File: src/rtl/async_tx_pkg.sv
// Shared constants, configuration types and helpers for the frame transmitter.
// Assumes a data word of at most DATA_MAX bits and a frame of at most
// 1 start + DATA_MAX data + 1 parity + 2 stop bits.
package async_tx_pkg;

    localparam int DATA_MAX  = 9;
    localparam int FRAME_MAX = 1 + DATA_MAX + 1 + 2;
    localparam int CNT_W     = $clog2(FRAME_MAX + 1);

    typedef enum logic [1:0] {
        LEN_7  = 2'd0,
        LEN_8  = 2'd1,
        LEN_9  = 2'd2,
        LEN_9X = 2'd3
    } len_sel_e;

    typedef struct packed {
        len_sel_e len;
        logic     par_en;
        logic     par_odd;
        logic     stop2;
        logic     msb_first;
        logic     data_inv;
    } frame_cfg_t;

    // Number of data bits for a length code.
    function automatic int len_bits(len_sel_e sel);
        case (sel)
            LEN_7:   return 7;
            LEN_8:   return 8;
            default: return 9;
        endcase
    endfunction

endpackage

File: src/rtl/async_tx_buf.sv
// One-entry holding buffer in front of the shift register.
// Assumes a write wins over a take in the same cycle, so a word written while
// the previous word is being taken stays pending.
module async_tx_buf
    import async_tx_pkg::*;
(
    input  logic                clk,
    input  logic                rst_n,
    input  logic                wr_valid,
    input  logic [DATA_MAX-1:0] wr_data,
    input  logic                take,
    output logic                full,
    output logic [DATA_MAX-1:0] data
);

    // Holds the occupancy flag: a write sets it, a take clears it.
    always_ff @(posedge clk) begin
        if (!rst_n) begin
            full <= 1'b0;
        end else if (wr_valid) begin
            full <= 1'b1;
        end else if (take) begin
            full <= 1'b0;
        end
    end

    // Stores the written word; needs no reset because the flag guards it.
    always_ff @(posedge clk) begin
        if (wr_valid) begin
            data <= wr_data;
        end
    end

endmodule

File: src/rtl/async_tx_framer.sv
// Combinational frame builder. It turns a data word and a frame configuration
// into a bit vector in line order, where bit 0 is sent first, together with the
// count of valid bits. Bits above the count read 1, so stop bits and any padding
// stay at the mark level. Line polarity is not applied here.
module async_tx_framer
    import async_tx_pkg::*;
(
    input  logic [DATA_MAX-1:0]  data,
    input  frame_cfg_t           cfg,
    output logic [FRAME_MAX-1:0] frame,
    output logic [CNT_W-1:0]     nbits
);

    logic [DATA_MAX-1:0] flipped;
    logic [DATA_MAX-1:0] masked;
    logic [DATA_MAX-1:0] ordered;
    logic                par_bit;
    logic [3:0]          src_idx;
    int                  n_data;

    // Applies the data-only inversion to each bit position.
    for (genvar g = 0; g < DATA_MAX; g++) begin : g_flip
        assign flipped[g] = data[g] ^ cfg.data_inv;
    end

    // Masks unused bits, reorders the rest, computes parity and assembles the frame.
    always_comb begin
        n_data  = len_bits(cfg.len);
        masked  = '0;
        ordered = '0;
        src_idx = '0;
        for (int i = 0; i < DATA_MAX; i++) begin
            if (i < n_data) begin
                masked[i] = flipped[i];
            end
        end
        for (int i = 0; i < DATA_MAX; i++) begin
            if (i < n_data) begin
                src_idx    = cfg.msb_first ? 4'(n_data - 1 - i) : 4'(i);
                ordered[i] = masked[src_idx];
            end
        end
        par_bit  = (^masked) ^ cfg.par_odd;
        frame    = '1;
        frame[0] = 1'b0;
        for (int i = 0; i < DATA_MAX; i++) begin
            if (i < n_data) begin
                frame[1 + i] = ordered[i];
            end
        end
        if (cfg.par_en) begin
            frame[4'(1 + n_data)] = par_bit;
        end
        nbits = CNT_W'(1 + n_data + (cfg.par_en ? 1 : 0) + (cfg.stop2 ? 2 : 1));
    end

endmodule

File: src/rtl/async_tx_shifter.sv
// Bit timer and output shift register. It loads a frame vector and a bit count,
// then sends one bit every OVS ticks, least significant position first. The
// done pulse marks the tick that ends the last bit. Assumes load is raised only
// while the shifter is idle.
module async_tx_shifter
    import async_tx_pkg::*;
#(
    parameter int OVS = 16
) (
    input  logic                 clk,
    input  logic                 rst_n,
    input  logic                 tick,
    input  logic                 load,
    input  logic [FRAME_MAX-1:0] frame_in,
    input  logic [CNT_W-1:0]     nbits_in,
    output logic                 busy,
    output logic                 line,
    output logic                 done
);

    localparam int TW = (OVS > 1) ? $clog2(OVS) : 1;
    localparam logic [TW-1:0] T_LAST = TW'(OVS - 1);

    logic [FRAME_MAX-1:0] sreg;
    logic [CNT_W-1:0]     left;
    logic [TW-1:0]        tcnt;
    logic                 bit_end;

    assign bit_end = busy && tick && (tcnt == T_LAST);
    assign done    = bit_end && (left == CNT_W'(1));
    assign line    = busy ? sreg[0] : 1'b1;

    // Loads a frame, then counts ticks and shifts one bit per OVS ticks.
    always_ff @(posedge clk) begin
        if (!rst_n) begin
            busy <= 1'b0;
            sreg <= '1;
            left <= '0;
            tcnt <= '0;
        end else if (load) begin
            busy <= 1'b1;
            sreg <= frame_in;
            left <= nbits_in;
            tcnt <= '0;
        end else if (busy && tick) begin
            if (bit_end) begin
                tcnt <= '0;
                sreg <= {1'b1, sreg[FRAME_MAX-1:1]};
                left <= left - CNT_W'(1);
                if (left == CNT_W'(1)) begin
                    busy <= 1'b0;
                end
            end else begin
                tcnt <= tcnt + TW'(1);
            end
        end
    end

endmodule

File: src/rtl/async_tx.sv
// Top of the frame transmitter. It connects the holding buffer, frame builder
// and shifter, applies the start gate (enable, pending word, clear-to-send),
// registers the interrupt pulse and applies line polarity at the output.
// Frame shape settings are sampled at the start of a frame. Line polarity acts
// at once.
module async_tx
    import async_tx_pkg::*;
#(
    parameter int OVS = 16
) (
    input  logic                clk,
    input  logic                rst_n,
    input  logic                tick,
    input  logic                tx_en,
    input  logic                wr_valid,
    input  logic [DATA_MAX-1:0] wr_data,
    input  logic                cts_n,
    input  logic                cfg_cts_use,
    input  logic [1:0]          cfg_len,
    input  logic                cfg_par_en,
    input  logic                cfg_par_odd,
    input  logic                cfg_stop2,
    input  logic                cfg_msb_first,
    input  logic                cfg_data_inv,
    input  logic                cfg_line_inv,
    input  logic                cfg_irq_on_done,
    output logic                txd,
    output logic                buf_empty,
    output logic                irq
);

    logic                 full;
    logic [DATA_MAX-1:0]  held;
    logic                 load;
    logic                 busy;
    logic                 line;
    logic                 done;
    logic [FRAME_MAX-1:0] frame;
    logic [CNT_W-1:0]     nbits;
    frame_cfg_t           fcfg;
    logic                 irq_q;

    assign fcfg = '{len:       len_sel_e'(cfg_len),
                    par_en:    cfg_par_en,
                    par_odd:   cfg_par_odd,
                    stop2:     cfg_stop2,
                    msb_first: cfg_msb_first,
                    data_inv:  cfg_data_inv};

    assign load      = !busy && tx_en && full && (!cfg_cts_use || !cts_n);
    assign buf_empty = !full;
    assign txd       = line ^ cfg_line_inv;
    assign irq       = irq_q;

    async_tx_buf u_buf (
        .clk      (clk),
        .rst_n    (rst_n),
        .wr_valid (wr_valid),
        .wr_data  (wr_data),
        .take     (load),
        .full     (full),
        .data     (held)
    );

    async_tx_framer u_framer (
        .data  (held),
        .cfg   (fcfg),
        .frame (frame),
        .nbits (nbits)
    );

    async_tx_shifter #(.OVS(OVS)) u_shift (
        .clk      (clk),
        .rst_n    (rst_n),
        .tick     (tick),
        .load     (load),
        .frame_in (frame),
        .nbits_in (nbits),
        .busy     (busy),
        .line     (line),
        .done     (done)
    );

    // Registers the interrupt at the hand-off or at the end of the frame, per mode.
    always_ff @(posedge clk) begin
        if (!rst_n) begin
            irq_q <= 1'b0;
        end else begin
            irq_q <= cfg_irq_on_done ? done : load;
        end
    end

endmodule

File: config.mk
export PLATFORM = sky130hd
export DESIGN_NAME = async_tx
export DESIGN_NICKNAME = d
export VERILOG_FILES = /design/src/rtl/async_tx_pkg.sv /design/src/rtl/async_tx_buf.sv /design/src/rtl/async_tx_framer.sv /design/src/rtl/async_tx_shifter.sv /design/src/rtl/async_tx.sv
export SDC_FILE = /design/constraint.sdc
export NUM_CORES = 1
export LEC_CHECK = 0
export ABC_AREA = 1
export CAP_MARGIN = 20
export CORE_ASPECT_RATIO = 1.75
export CORE_UTILIZATION = 25
export DETAILED_ROUTE_END_ITERATION = 10
export GPL_TIMING_DRIVEN = 0
export MAX_ROUTING_LAYER = met4
export PLACE_DENSITY_LB_ADDON = 0.2
export SLEW_MARGIN = 10
export SYNTH_ARGS = -nofsm -noshare
export SYNTH_HDL_FRONTEND = slang
export SYNTH_HIERARCHICAL = 1
export SYNTH_SLANG_ARGS = --single-unit
File: constraint.sdc
create_clock -name clk -period 3.6 [get_ports clk]
set_input_delay 0.9 -clock clk [delete_from_list [all_inputs] [get_ports clk]]
set_output_delay 0.9 -clock clk [all_outputs]
set_load 0.03 [all_outputs]
==> impl_metrics.env <==
export IMPL_outcome="completed"
export IMPL_arrival_ps=3420
export IMPL_syn_inst=381
export IMPL_slew_viol_final=0
export IMPL_switchingPower_mw=0.351
export IMPL_synthArstFlopShare_pct=0
export IMPL_cts_root_buf="clkbuf_16"
export IMPL_fin_setup_tns_ps=0
export IMPL_cts_setup_buffers=0
export IMPL_worstSkewPairLatency_ps=280
export IMPL_synth_area_leaders="dfxtp_1 19%, nand2_1 16%, edfxtp_1 11%, inv_1 9.2%, nand3_1 7.7%"
export IMPL_wire_per_inst_um=11.6
export IMPL_ys_flop_type="dfxtp_1"
export IMPL_internal_power_mw=0.772
export IMPL_yosys_warnings=6
export IMPL_avgViaCountPerCell=4.36
export IMPL_hold_class="reg2reg"
export IMPL_cts_buffer_depth=2
export IMPL_rows=48
export IMPL_drc_errors=0
export IMPL_synth_edf_count=9
export IMPL_hold_buffers=0
export IMPL_numPortBuffers=25
export IMPL_yosys_area_top_type="dfxtp_1"
export IMPL_clk_pin_slew_worst_paths_ps=60
export IMPL_drive_above_1_share_pct=13.7
export IMPL_core_area_um2=9850
export IMPL_cp_max_fo=6
export IMPL_grt_ovfl_total=0
export IMPL_areaGrowthSynthToFinish_pct=21.8
export IMPL_stdcell_count=540
export IMPL_cts_resized=0
export IMPL_dp_final_hpwl_mm=5.25
export IMPL_syn_avg_cell_area_um2=6.65
export IMPL_dieArea_um2=10600
export IMPL_timing_rr_start="u_buf/data[1]"
export IMPL_grt_first_pass_wirelength_mm=10.6
export IMPL_grt_max_degree=12
export IMPL_synth_area_um2=2530
export IMPL_dp_cells=532
export IMPL_hold_viol_final=0
export IMPL_cts_tree="built"
export IMPL_die_w_um=78.1
export IMPL_holdPathEnd="u_shift/sreg[9]"
export IMPL_gp_congestion=0.852
export IMPL_totalWireLength_mm=6.28
export IMPL_antenna_cells=0
export IMPL_rsz0062_at_grt="no"
export IMPL_rr_endpoint="u_shift/sreg[8]"
export IMPL_drt_pass1_iter_count=4
export IMPL_min_period_ps=3260
export IMPL_power_frac_clock_pct=36.6
export IMPL_power_leakage_nw=1.49
export IMPL_final_area_um2=3080
export IMPL_die_y_um=135
export IMPL_combPwrFrac_pct=25.9
export IMPL_synth_distinct_cells=41
export IMPL_ys_seq_area_share_pct=29.6
export IMPL_final_common_cell="nand2_1"
export IMPL_io_pins=28
export IMPL_place_area_um2=2940
export IMPL_cp_start_kind="primary input"
export IMPL_final_cell_mix="109 x nand2_1, 62 x inv_1, 39 x nand3_1, 25 x clkdlybuf4s50_1"
export IMPL_cts_sinks=33
export IMPL_min_from="u_shift/sreg[9]"
export IMPL_floorplan_initialDensity_pct=25.7
export IMPL_swShare_pct=31.2
export IMPL_whs_path_depth=2
export IMPL_grt_antenna_before_repair=0
export IMPL_fillers=1113
export IMPL_skew_ps=4.89
export IMPL_critPathKind="in2reg"
export IMPL_nNetsFinal=448
export IMPL_fin_crit_sh_pct=90.5
export IMPL_drt_iter0_markers=129
export IMPL_num_vias=2353
export IMPL_numCtsBuffers=5
export IMPL_end_kind="register"
export IMPL_peakVddDrop_mv=0.333
export IMPL_synth_seq_cells=33
export IMPL_fmax_mhz=307
export IMPL_synth_top_area_share_pct=19.0
export IMPL_cellPowerDensity_nw_per_um2=364
export IMPL_postRouteAntennaNets=0
export IMPL_r2r_slack_ps=1710
export IMPL_first_global_vias=2227
export IMPL_track_usage_pct=13.5
export IMPL_r2r_cells=12
export IMPL_pwr_share_seq_pct=37.5
export IMPL_htree_levels=2
export IMPL_worstPathRequired_ps=3770
export IMPL_cap_violations=0
export IMPL_finalSetupViolations=0
==> through the flow <==
step | hold WS (ps) | total power [mW] | utilization, % | setup slack [ps]
2_1_floorplan | 429 | 0.633 | - | 1080
3_3_place_gp | 441 | 0.720 | 29.9 | 35.4
3_5_place_dp | 443 | 0.723 | 29.9 | 10.6
4_1_cts | 458 | 1.14 | 31.3 | 294
5_1_grt | 481 | 1.19 | 31.3 | 126
6_report | 456 | 1.12 | 31.3 | 341
==> critical path: stages <==
cell	delay [ps]
clkdlybuf4s50_1	500
nor2_2	250
inv_1	170
ha_1	410
inv_1	120
nand3_1	160
nand3_2	140
nand2_2	60
nand2_2	90
nand2_2	70
nand2_4	100
nand3_1	70
nand2_1	70
inv_1	40
a21oi_1	180
nand3_1	100
==> layer usage <==
layer	global-route usage (%)	part of all wire, %	routed length, um
met1	12.9	37	2340
met2	25.2	56	3530
met3	1.68	2.0	128
met4	8.23	4.6	288
met5	-	0	0
==> cells in the mapped netlist, types with 2 or more instances <==
cell type / number
o21ai_2: 2
a21oi_2: 2
buf_6: 3
nand2_4: 4
o21ai_0: 15
inv_2: 3
buf_4: 4
xor2_1: 2
o21ai_1: 2
nor2_1: 24
inv_1: 62
o211ai_1: 3
nand3_1: 39
clkbuf_1: 2
edfxtp_1: 9
nand3_2: 4
nor2_4: 2
o22ai_1: 3
nand2_1: 109
a21oi_1: 19
xnor2_1: 2
ha_1: 8
dfxtp_1: 24
nand2_2: 13
nor2_2: 5
==> power by group through the flow <==
stage | Clock (mW) | Combinational [mW] | Sequential, mW
final | 0.411 | 0.291 | 0.421
after CTS | 0.426 | 0.295 | 0.421
after floorplan | 0 | 0.207 | 0.426
after global routing | 0.439 | 0.331 | 0.425
after global placement | 0 | 0.291 | 0.429
after detailed placement | 0 | 0.294 | 0.429
==> registers in the layout, indices dropped and copies added, names as in the netlist <==
name          cells
u_shift/sreg     13
u_buf/data        9
u_shift/left      4
u_shift/tcnt      4
irq               1
u_buf/full        1
u_shift/busy      1
==> kinds of logic (layout without fill, tap and decap cells) <==
logic type,count (synthesis),in the layout,share of synthesized area (%)
flops,33,33,29.6
compound gates,49,49,11.0
simple gates,205,205,37.9
other cells,1,2,0.148
fa+ha+maj,9,9,4.74
buf+inv,78,111,13.8
xor+xnor,6,6,2.67
==> worst max-delay path by stage <==
| stage | end | start | cells past startpoint |
|---|---|---|---|
| detailed placement | u_shift/sreg[9] | cfg_len[1] | 16 |
| global route | u_shift/sreg[9] | cfg_len[1] | 16 |
| global placement | u_shift/sreg[9] | cfg_len[1] | 16 |
| CTS | u_shift/sreg[9] | cfg_len[1] | 16 |
| finish | u_shift/sreg[8] | cfg_len[1] | 16 |
| floorplan | u_shift/sreg[9] | cfg_len[1] | 15 |
==> area by class of cell <==
class,instances,area (um^2),area share (%)
timing repair buffer,25,250,8.11
inverter,67,254,8.24
clock buffer,5,125,4.06
multi-input combinational,271,1440,46.5
clock inverter,3,16.3,0.527
sequential,33,751,24.3
tap,125,156,5.07
buffer,11,96.3,3.12
Power figures use the tool's default switching activity.
